### config.mk
export PLATFORM = sky130hd
export DESIGN_NAME = rdy_rst_sync
export DESIGN_NICKNAME = d
export VERILOG_FILES = /design/src/rtl/rdy_rst_pkg.sv /design/src/rtl/rdy_qualify.sv /design/src/rtl/rdy_sync.sv /design/src/rtl/rst_sync.sv /design/src/rtl/rdy_rst_sync.sv
export SDC_FILE = /design/constraint.sdc
export NUM_CORES = 1
export LEC_CHECK = 0
export BUFFER_PORTS_ARGS = -buffer_cell sky130_fd_sc_hd__buf_2
export CORE_AREA = 5 5 42 44
export CTS_CLUSTER_DIAMETER = 40
export CTS_CLUSTER_SIZE = 12
export DETAILED_ROUTE_END_ITERATION = 7
export DIE_AREA = 0 0 47 49
export PLACE_DENSITY = 0.31
export REMOVE_ABC_BUFFERS = 1
export SLEW_MARGIN = 0
export SYNTH_ARGS = -nofsm -noshare
export SYNTH_HDL_FRONTEND = slang
export SYNTH_SLANG_ARGS = --single-unit
### constraint.sdc
create_clock -name clk -period 1.53 [get_ports clk]
set_clock_uncertainty 0.05 [all_clocks]
set_input_delay 0.0765 -clock clk [delete_from_list [all_inputs] [get_ports clk]]
set_output_delay 0.0765 -clock clk [all_outputs]
set_load 0.01 [all_outputs]
### src/rtl/rdy_rst_pkg.sv
// Shared types for the ready/reset synchronizer.
package rdy_rst_pkg;
    // Synchronizer depth selection, encoded as the mode pin level.
    typedef enum logic {
        SYNC_DOUBLE = 1'b0,
        SYNC_SINGLE = 1'b1
    } sync_mode_e;
endpackage

### src/rtl/rdy_qualify.sv
// Gates each bus ready with its active-low enable and ORs the results.
// Assumes: purely combinational; the inputs may be asynchronous to clk.
module rdy_qualify #(
    parameter int NUM_BUS = 2
) (
    input  logic [NUM_BUS-1:0] bus_rdy_i,
    input  logic [NUM_BUS-1:0] bus_en_n_i,
    output logic               qual_o
);
    logic [NUM_BUS-1:0] term;

    // One gated term per bus.
    for (genvar g = 0; g < NUM_BUS; g++) begin : g_term
        assign term[g] = bus_rdy_i[g] & ~bus_en_n_i[g];
    end

    // Any accepted ready completes the transfer.
    always_comb qual_o = |term;
endmodule

### src/rtl/rdy_sync.sv
// Brings the qualified ready into the clock domain with one or two stages.
// Assumes: the output may change only on falling edges; rst_n is sampled
// synchronously on both edges.
module rdy_sync
    import rdy_rst_pkg::*;
(
    input  logic clk,
    input  logic rst_n,
    input  logic mode_i,
    input  logic qual_i,
    output logic rdy_o
);
    logic       stage_rise;
    sync_mode_e mode;

    always_comb mode = sync_mode_e'(mode_i);

    // First stage of the two-stage path, sampled on the rising edge.
    always_ff @(posedge clk) begin
        if (!rst_n) stage_rise <= 1'b0;
        else        stage_rise <= qual_i;
    end

    // Output stage on the falling edge, source chosen by the mode.
    always_ff @(negedge clk) begin
        if (!rst_n)                   rdy_o <= 1'b0;
        else if (mode == SYNC_SINGLE) rdy_o <= qual_i;
        else                          rdy_o <= stage_rise;
    end
endmodule

### src/rtl/rst_sync.sv
// Turns an asynchronous active-low reset request into an active-high reset
// that sets at once and releases on a falling edge.
// Assumes: RST_STAGES >= 1; release takes RST_STAGES falling edges.
module rst_sync #(
    parameter int RST_STAGES = 2
) (
    input  logic clk,
    input  logic req_n_i,
    output logic rst_o
);
    logic [RST_STAGES-1:0] chain;

    // Asynchronous set, zeros shifted in on each falling edge once released.
    always_ff @(negedge clk or negedge req_n_i) begin
        if (!req_n_i) chain <= '1;
        else          chain <= chain << 1;
    end

    // The last flop drives the reset output.
    always_comb rst_o = chain[RST_STAGES-1];
endmodule

### src/rtl/rdy_rst_sync.sv
// Top level: qualified bus ready synchronizer plus reset synchronizer.
// Assumes: clk is the processor clock; rst_n resets only the ready path.
module rdy_rst_sync #(
    parameter int NUM_BUS    = 2,
    parameter int RST_STAGES = 2
) (
    input  logic               clk,
    input  logic               rst_n,
    input  logic               sync_mode_i,
    input  logic [NUM_BUS-1:0] bus_rdy_i,
    input  logic [NUM_BUS-1:0] bus_en_n_i,
    input  logic               rst_req_n_i,
    output logic               cpu_rdy_o,
    output logic               cpu_rst_o
);
    logic qual;

    rdy_qualify #(.NUM_BUS(NUM_BUS)) u_qual (
        .bus_rdy_i  (bus_rdy_i),
        .bus_en_n_i (bus_en_n_i),
        .qual_o     (qual)
    );

    rdy_sync u_rdy (
        .clk    (clk),
        .rst_n  (rst_n),
        .mode_i (sync_mode_i),
        .qual_i (qual),
        .rdy_o  (cpu_rdy_o)
    );

    rst_sync #(.RST_STAGES(RST_STAGES)) u_rst (
        .clk     (clk),
        .req_n_i (rst_req_n_i),
        .rst_o   (cpu_rst_o)
    );
endmodule

---- Word-level counts from Yosys, hierarchy flattened ----
Cells that the tools add are included.
storage, ports and cells
  word-level logic and storage cells ...... 9
  input port bits ......................... 8
  bits in registers ....................... 4
  output and inout bits ................... 2
cells by class
  reduce and logical (&&, ||, !) cells .... 1
  bitwise operators ....................... 4
  multiplexer cells ....................... 1
operators with widths
  kind                count
  1-bit AND           2
  1-bit inverter      2
  2-bit OR reduction  1
  1-bit 2-to-1 mux    1

---- Logic depth before layout (Yosys ltp) ----
Gate-level depths: netlist (run 1).
  word-level depth ........................ 4
  depth in mapped cells ................... 2
  gate-level depth less buffers ........... 2

---- By module ----
Synthesis (run 1) repeated with hierarchy kept, for this count alone.
unflattened totals
  cell total of the unflattened synthesis .. 13
  area, all modules ....................... 146.4 um^2
by module, submodules not included
  module       seq. area each (um^2)  area an instance (um^2)  times used  cells an instance
  rdy_sync     40.0                   66.3                     1           6
  rst_sync     52.6                   60.1                     1           4
  rdy_qualify  0.0                    20.0                     1           3

==> results of run 1 <==
-- power by group --
part	leakage, uW	internal, uW	switching [uW]	total [uW]
Clock	0.0000310	109	63.3	172
Combinational	0.0000530	15.1	8.68	23.8
Sequential	0.0000379	115	2.46	117
Total	0.000122	239	74.5	313
-- per-layer routing --
layer	up-vias	global-route usage
li1	64	-
met1	54	0.0286
met2	10	0.0362
met3	0	0.0590
met4	0	0.0230
met5	-	0
-- placed cells by master (no fill, tap or decap), drive strengths merged --
cell and count:
nand2b 2, dfstp 2, dfxtp 2, inv 3, a21boi 1, o21ai 1, a31oi 1, buf 9
conb 1, clkbuf 4
-- synth_stat cells --
| cell | count |
|---|---|
| nand2b_1 | 2 |
| o21ai_0 | 1 |
| a31oi_1 | 1 |
| conb_1 | 1 |
| inv_1 | 1 |
| dfxtp_1 | 2 |
| a21boi_1 | 1 |
| dfstp_2 | 2 |
-- through the flow --
stage          setup TNS (ns)  worst slack (ns)  hold slack [ns]
4_1_cts                -0.362            -0.267           0.0570
5_1_grt                -0.408            -0.291           0.0542
2_1_floorplan               0             0.119            0.180
3_3_place_gp                0            0.0278            0.279
3_5_place_dp                0            0.0324            0.297
6_report               -0.328            -0.252           0.0614
-- area by class of cell --
| cell class | instances | area [um2] | area share |
|---|---|---|---|
| repair buffers | 9 | 57.6 | 0.236 |
| multi-input cells | 6 | 35.0 | 0.144 |
| well taps | 16 | 20.0 | 0.0821 |
| clock buffers | 4 | 26.3 | 0.108 |
| clock inverters | 3 | 11.3 | 0.0462 |
| flip-flops and latches | 4 | 93.8 | 0.385 |
-- cells by family after synthesis --
| logic type | synth area share |
|---|---|
| and+or+nand+nor | 0.0952 |
| AOI/OAI and AO/OA | 0.143 |
| buffers and inverters | 0.0285 |
| DFF | 0.705 |
| other | 0.0285 |
-- flip-flops by register name, indices dropped and copies added (netlist names) --
register          count
u_rdy.rdy_o           1
u_rdy.stage_rise      1
u_rst.chain           2
-- timing repair --
item                                    CTS  global route
endpoints found under the setup margin    2             2
gates resized for setup                   1             2
hold endpoints to repair                  0             0
-- how the worst min path moves through the flow --
stage	depth (start not counted)	slack [ns]	endpoint	start
6_report	2	0.06	u_rdy.stage_rise	rst_n
5_1_grt	2	0.05	u_rdy.stage_rise	rst_n
4_1_cts	2	0.06	u_rdy.stage_rise	rst_n
3_5_place_dp	0	0.30	u_rst.chain[1]	u_rst.chain[0]
3_3_place_gp	2	0.28	u_rdy.stage_rise	rst_n
2_1_floorplan	1	0.18	u_rdy.stage_rise	rst_n
==> flow_summary.json, run 1 <==
{
  "cts_htree_levels": 1,
  "wirelength_um": 308,
  "report.power.total_uw": 313,
  "startpoint": "u_rst.chain[1]",
  "drcViolationCount": 0,
  "clkTransAtPathRegs_ns": 0.04,
  "ir_worst_vdd_v": 0.000319,
  "final_core_utilization": 0.174,
  "coreArea_mm2": 0.00140,
  "met1_length_um": 126,
  "crit_type": "reg2out",
  "synth_area_leader_cell": "dfstp_2",
  "insertion_delay_ns": 0.29,
  "fin_area_um2": 244,
  "portBuffers": 9,
  "placed_area_um2": 196,
  "cts-root-buf": "clkbuf_4",
  "synth_warnings": 0,
  "rrSetupSlack_ns": 0.16,
  "cp-end-kind": "output pin",
  "dr_wl_met2_um": 120,
  "synth_seq_cells": 4,
  "cp.depth": 1,
  "die_h_um": 49,
  "hp-class": "in2reg",
  "synth_area_per_cell_um2": 11.9,
  "cp-endpoint": "cpu_rst_o",
  "synth_top_area_share": 0.400,
  "overflow": 0,
  "maxUsedRoutingLayer": "met3",
  "reg2regPathDepth": 2,
  "violations": "setup timing",
  "cpMaxStageDelayCell": "dfstp_2",
  "pwr_density_cell_mw_per_mm2": 1280,
  "antenna_cells": 0,
  "dr.pass1.iters": 1,
  "status": "finished with violations",
  "row_count": 14,
  "critPathArrivalTime_ns": 1.66,
  "cts_buffers": 3,
  "gp_congestion": 0.642,
  "start_kind": "register",
  "rsz0062_at_grt": "yes",
  "r2r-end": "u_rdy.rdy_o",
  "num-fill-cells": 171,
  "cts_tree": "yes",
  "clk_path_buf_depth": 2,
  "wl_per_cell_um": 7.33,
  "drv_cap": 0,
  "hold_buffers": 0,
  "path_cells": "buf_6",
  "critPathRequiredTime_ns": 1.40,
  "path_buf_inv": 1,
  "place_inst": 36,
  "ys_seq_area_frac": 0.705,
  "track_usage": 0.0352,
  "finalNonFillerCells": 42,
  "finalHoldViolCount": 0,
  "synthDistinctLibCells": 8,
  "post_cts_buffers": 0,
  "drt_first_iter_violations": 0,
  "antenna_found_initial": 0,
  "via_per_inst": 3.05,
  "crit_family": "flip-flops",
  "crit_fanout": 1,
  "ant_nets": 0,
  "cts.sinks": 4,
  "grt_pass1_vias": 145,
  "io_pins": 10,
  "synth_area_leaders": "dfstp_2, dfxtp_1, nand2b_1, a21boi_1, a31oi_1",
  "leakage_uw": 0.000122,
  "setup_viol": 2,
  "finalWorstSetupSlack_ns": -0.252,
  "grt_pass1_wl_um": 483,
  "synth_area_um2": 131,
  "synthCells": 11,
  "final_nets": 35,
  "die_w_um": 47,
  "wl_met3_um": 60,
  "drive_gt1_frac": 0.577,
  "slew_violations": 0,
  "routed-via-count": 128,
  "initial_core_util": 0.0938,
  "die_area_mm2": 0.00230,
  "rr_startpoint": "u_rdy.stage_rise",
  "critPathMaxStageDelay_ns": 0.51,
  "area.growth.synth_to_final_pct": 85.7,
  "grt_max_degree": 4
}
No activity file was read; power rests on OpenSTA's default activity.
==> run 2, diff against run 1 <==
--- a/config.mk
+++ b/config.mk
@@ -11,7 +11,6 @@
 export CTS_CLUSTER_SIZE = 12
 export DETAILED_ROUTE_END_ITERATION = 7
 export DIE_AREA = 0 0 47 49
-export PLACE_DENSITY = 0.31
 export REMOVE_ABC_BUFFERS = 1
 export SLEW_MARGIN = 0
 export SYNTH_ARGS = -nofsm -noshare
==> flow_summary.json, run 2 (same netlist as run 1, synthesis figures left out) <==
{
  "status": "finished with violations",
  "violations": "setup timing",
  "grt_pass1_vias": 138,
  "grt_max_degree": 4,
  "hp-class": "in2reg",
  "wl_per_cell_um": 7.12,
  "coreArea_mm2": 0.00140,
  "post_cts_buffers": 0,
  "largestRegisters": "u_rst.chain: 2 flops, u_rdy.rdy_o: 1 flops, u_rdy.stage_rise: 1 flops",
  "die_w_um": 47,
  "regArea_um2": 93.8,
  "overflow": 0,
  "p_comb_frac": 0.075,
  "drcViolationCount": 0,
  "drv_cap": 0,
  "layout_common_cells": "buf_2, inv_1, clkbuf_4",
  "pwr_density_cell_mw_per_mm2": 1300,
  "antenna_found_initial": 0,
  "critPathRequiredTime_ns": 1.40,
  "clockPowerShare": 0.558,
  "crit_fanout": 1,
  "insertion_delay_ns": 0.29,
  "final_common_cell": "buf_2",
  "num-fill-cells": 168,
  "cts_htree_levels": 1,
  "setup_viol": 2,
  "final_core_utilization": 0.174,
  "io_pins": 10,
  "start_kind": "register",
  "ant_nets": 0,
  "clk_path_buf_depth": 2,
  "seqPwrFrac": 0.368,
  "ir_worst_vdd_v": 0.000288,
  "critPathArrivalTime_ns": 1.66,
  "finalWorstSetupSlack_ns": -0.261,
  "hold-path-cell-count": 2,
  "path_buf_inv": 1,
  "cp.depth": 1,
  "largest_register_ff_count": 2,
  "crit_family": "flip-flops",
  "largest_register": "u_rst.chain",
  "path_cells": "buf_6",
  "internal_power_uw": 239,
  "grt_pass1_wl_um": 469,
  "die_area_mm2": 0.00230,
  "initial_core_util": 0.0938,
  "dr_wl_met2_um": 99,
  "leakage_uw": 0.000122,
  "antenna_cells": 0,
  "dp_hpwl_um": 211,
  "dr.pass1.iters": 1,
  "area.growth.synth_to_final_pct": 85.7,
  "gp_congestion": 0.612,
  "cp-end-kind": "output pin",
  "hold_buffers": 0,
  "track_usage": 0.0346,
  "fin_hold_ws_ns": 0.0482,
  "cts_buffers": 3,
  "finalHoldViolCount": 0,
  "crit_type": "reg2out",
  "clkTransAtPathRegs_ns": 0.04,
  "final_nets": 35,
  "via_per_inst": 3.05,
  "cpMaxStageDelayCell": "dfstp_2",
  "sw_frac_of_total": 0.248,
  "portBuffers": 9,
  "slew_violations": 0,
  "row_count": 14,
  "drt_first_iter_violations": 0,
  "met1_length_um": 125,
  "p_sw_uw": 78.9,
  "routed-via-count": 128,
  "reg2regPathDepth": 2,
  "drive_gt1_frac": 0.577,
  "rsz0062_at_grt": "yes",
  "wirelength_um": 299,
  "cts-root-buf": "clkbuf_4",
  "cts_tree": "yes",
  "maxUsedRoutingLayer": "met3",
  "critPathMaxStageDelay_ns": 0.52,
  "cts.sinks": 4,
  "wl_met3_um": 73,
  "die_h_um": 49,
  "multi_input_comb_area_um2": 35.0
}
-- run 2: through the flow --
step                power, uW  setup TNS (ns)  instance area, um2  instances  setup WS [ns]
floorplan                 140               0                 131         11          0.119
finish                    318          -0.336                 244         42         -0.261
global route              344          -0.389                 244         42         -0.291
global placement          153               0                 196         36         0.0347
detailed placement        153               0                 196         36         0.0334
CTS                       328          -0.377                 236         42         -0.276
-- run 2: area by class of cell --
class	count	share of cell area
Multi-Input combinational cell	6	0.144
Clock inverter	3	0.0462
Sequential cell	4	0.385
Timing Repair Buffer	9	0.236
Tap cell	16	0.0821
Clock buffer	4	0.108
-- run 2: worst paths after layout --
kind	start	slack, ns	endpoint
max in group asynchronous	rst_req_n_i	0.96	u_rst.chain[0]
min in group asynchronous	rst_req_n_i	0.44	u_rst.chain[1]
hold reg to reg	u_rst.chain[0]	0.30	u_rst.chain[1]
setup reg to reg	u_rdy.stage_rise	0.14	u_rdy.rdy_o
setup / recovery	u_rst.chain[1]	-0.26	cpu_rst_o
hold / removal	rst_n	0.05	u_rdy.stage_rise
-- run 2: power by group through the flow --
| stage | registers (uW) | clock network, uW | logic, uW |
|---|---|---|---|
| global placement | 116 | 16.3 | 20.0 |
| CTS | 116 | 190 | 22.2 |
| floorplan | 118 | 16.3 | 5.38 |
| global route | 117 | 201 | 26.3 |
| detailed placement | 116 | 16.3 | 20.6 |
| finish | 117 | 177 | 23.8 |
-- run 2: repair_timing --
item	in CTS	in global routing
resized for setup	1	2
endpoints found under the hold margin	0	0
setup endpoints to repair	2	2
-- run 2: per-layer routing --
layer  GRT usage  vias up
li1            -       64
met1      0.0265       54
met2      0.0317       10
met3      0.0590        0
met4      0.0323        0
met5           0        -
==> run 3, diff against run 2 <==
--- a/config.mk
+++ b/config.mk
@@ -8,11 +8,12 @@
 export BUFFER_PORTS_ARGS = -buffer_cell sky130_fd_sc_hd__buf_2
 export CORE_AREA = 5 5 42 44
 export CTS_CLUSTER_DIAMETER = 40
-export CTS_CLUSTER_SIZE = 12
+export CTS_CLUSTER_SIZE = 16
 export DETAILED_ROUTE_END_ITERATION = 7
 export DIE_AREA = 0 0 47 49
+export PLACE_DENSITY_LB_ADDON = 0.05
 export REMOVE_ABC_BUFFERS = 1
-export SLEW_MARGIN = 0
+export SLEW_MARGIN = 20
 export SYNTH_ARGS = -nofsm -noshare
 export SYNTH_HDL_FRONTEND = slang
 export SYNTH_SLANG_ARGS = --single-unit
==> flow_summary.json, run 3 (same netlist as run 1, synthesis figures left out) <==
{
  "grt_pass1_wl_um": 469,
  "report.power.total_uw": 307,
  "ant_nets": 0,
  "dr.pass1.iters": 1,
  "placed_area_um2": 196,
  "die_area_mm2": 0.00230,
  "critPathRequiredTime_ns": 1.40,
  "place_inst": 36,
  "post_cts_buffers": 0,
  "layout_common_cells": "buf_2, inv_1, clkbuf_4",
  "final_common_cell": "buf_2",
  "cts_buffers": 3,
  "start_kind": "register",
  "multi_input_comb_area_um2": 35.0,
  "row_count": 14,
  "slew_violations": 0,
  "ir_worst_vdd_v": 0.000269,
  "area.growth.synth_to_final_pct": 80.0,
  "routed-via-count": 123,
  "overflow": 0,
  "leakage_uw": 0.000120,
  "hp-class": "in2reg",
  "largest_register_ff_count": 2,
  "drive_gt1_frac": 0.538,
  "wirelength_um": 289,
  "hold_end": "u_rdy.stage_rise",
  "critPathMaxStageDelay_ns": 0.51,
  "die_w_um": 47,
  "io_pins": 10,
  "portBuffers": 9,
  "drt_first_iter_violations": 0,
  "reg2regPathDepth": 2,
  "drcViolationCount": 0,
  "track_usage": 0.0339,
  "path_buf_inv": 1,
  "cp-end-kind": "output pin",
  "regArea_um2": 92.6,
  "via_per_inst": 2.93,
  "clkTransAtPathRegs_ns": 0.04,
  "initial_core_util": 0.0938,
  "tns_ns": -0.303,
  "rsz0062_at_grt": "yes",
  "fin_area_um2": 236,
  "finalNonFillerCells": 42,
  "drv_cap": 0,
  "rr_startpoint": "u_rdy.stage_rise",
  "critPathArrivalTime_ns": 1.65,
  "insertion_delay_ns": 0.29,
  "finalWorstSetupSlack_ns": -0.250,
  "cpMaxStageDelayCell": "dfstp_2",
  "largest_register": "u_rst.chain",
  "die_h_um": 49,
  "violations": "setup timing",
  "clk_path_buf_depth": 2,
  "path_cells": "buf_6",
  "crit_type": "reg2out",
  "cts-root-buf": "clkbuf_4",
  "cts_htree_levels": 1,
  "finalHoldViolCount": 0,
  "pwr_density_cell_mw_per_mm2": 1300,
  "grt_max_degree": 4,
  "hold-path-cell-count": 2,
  "antenna_cells": 0,
  "largestRegisters": "u_rst.chain: 2 flops, u_rdy.rdy_o: 1 flops, u_rdy.stage_rise: 1 flops",
  "num-fill-cells": 167,
  "hold_path.startpoint": "rst_n",
  "cts_tree": "yes",
  "setup_viol": 2,
  "crit_fanout": 1,
  "status": "finished with violations",
  "cts.sinks": 4,
  "crit_family": "flip-flops",
  "grt_pass1_vias": 137,
  "antenna_found_initial": 0,
  "rrSetupSlack_ns": 0.15,
  "wl_per_cell_um": 6.88,
  "coreArea_mm2": 0.00140,
  "r2r-end": "u_rdy.rdy_o",
  "gp_congestion": 0.512,
  "final_nets": 35
}
==> run 3: final cells by class <==
class	instances	share of cell area
clock inverters	3	0.0476
well taps	16	0.0847
repair buffers	9	0.217
clock buffers	4	0.111
flip-flops and latches	4	0.392
multi-input cells	6	0.148
==> run 3: per-layer routing <==
layer  vias to the layer above  global-route usage  share of wire
met4                         0              0.0369              0
met1                        50              0.0244           0.37
met2                         9              0.0294           0.36
met5                         -                   0              0
li1                         64                   -              -
met3                         0              0.0590           0.27
==> run 3: worst max path at each step <==
stage          slack [ns]           start  depth (start not counted)        end
2_1_floorplan        0.12  u_rst.chain[1]                          0  cpu_rst_o
3_3_place_gp         0.03  u_rst.chain[1]                          1  cpu_rst_o
3_5_place_dp         0.03  u_rst.chain[1]                          1  cpu_rst_o
4_1_cts             -0.27  u_rst.chain[1]                          1  cpu_rst_o
5_1_grt             -0.29  u_rst.chain[1]                          1  cpu_rst_o
6_report            -0.25  u_rst.chain[1]                          1  cpu_rst_o
==> run 3: timing repair <==
| action | CTS | global route |
|---|---|---|
| setup endpoints to repair | 2 | 2 |
| hold buffers | 0 | 0 |
| gates cloned | 0 | 0 |
| gates resized for setup | 1 | 0 |
==> run 3: per-stage QoR <==
stage	utilization	hold WS [ns]	setup WS [ns]
2_1_floorplan	-	0.180	0.119
3_3_place_gp	0.140	0.297	0.0320
3_5_place_dp	0.140	0.298	0.0304
4_1_cts	0.169	0.0489	-0.268
5_1_grt	0.169	0.0603	-0.285
6_report	0.169	0.0526	-0.250
==> run 3: report_power, final <==
group / total, uW / switching (uW) / internal (uW)
Sequential: 116 / 1.52 / 114
Clock: 170 / 61.1 / 109
Combinational: 21.6 / 8.54 / 13.1
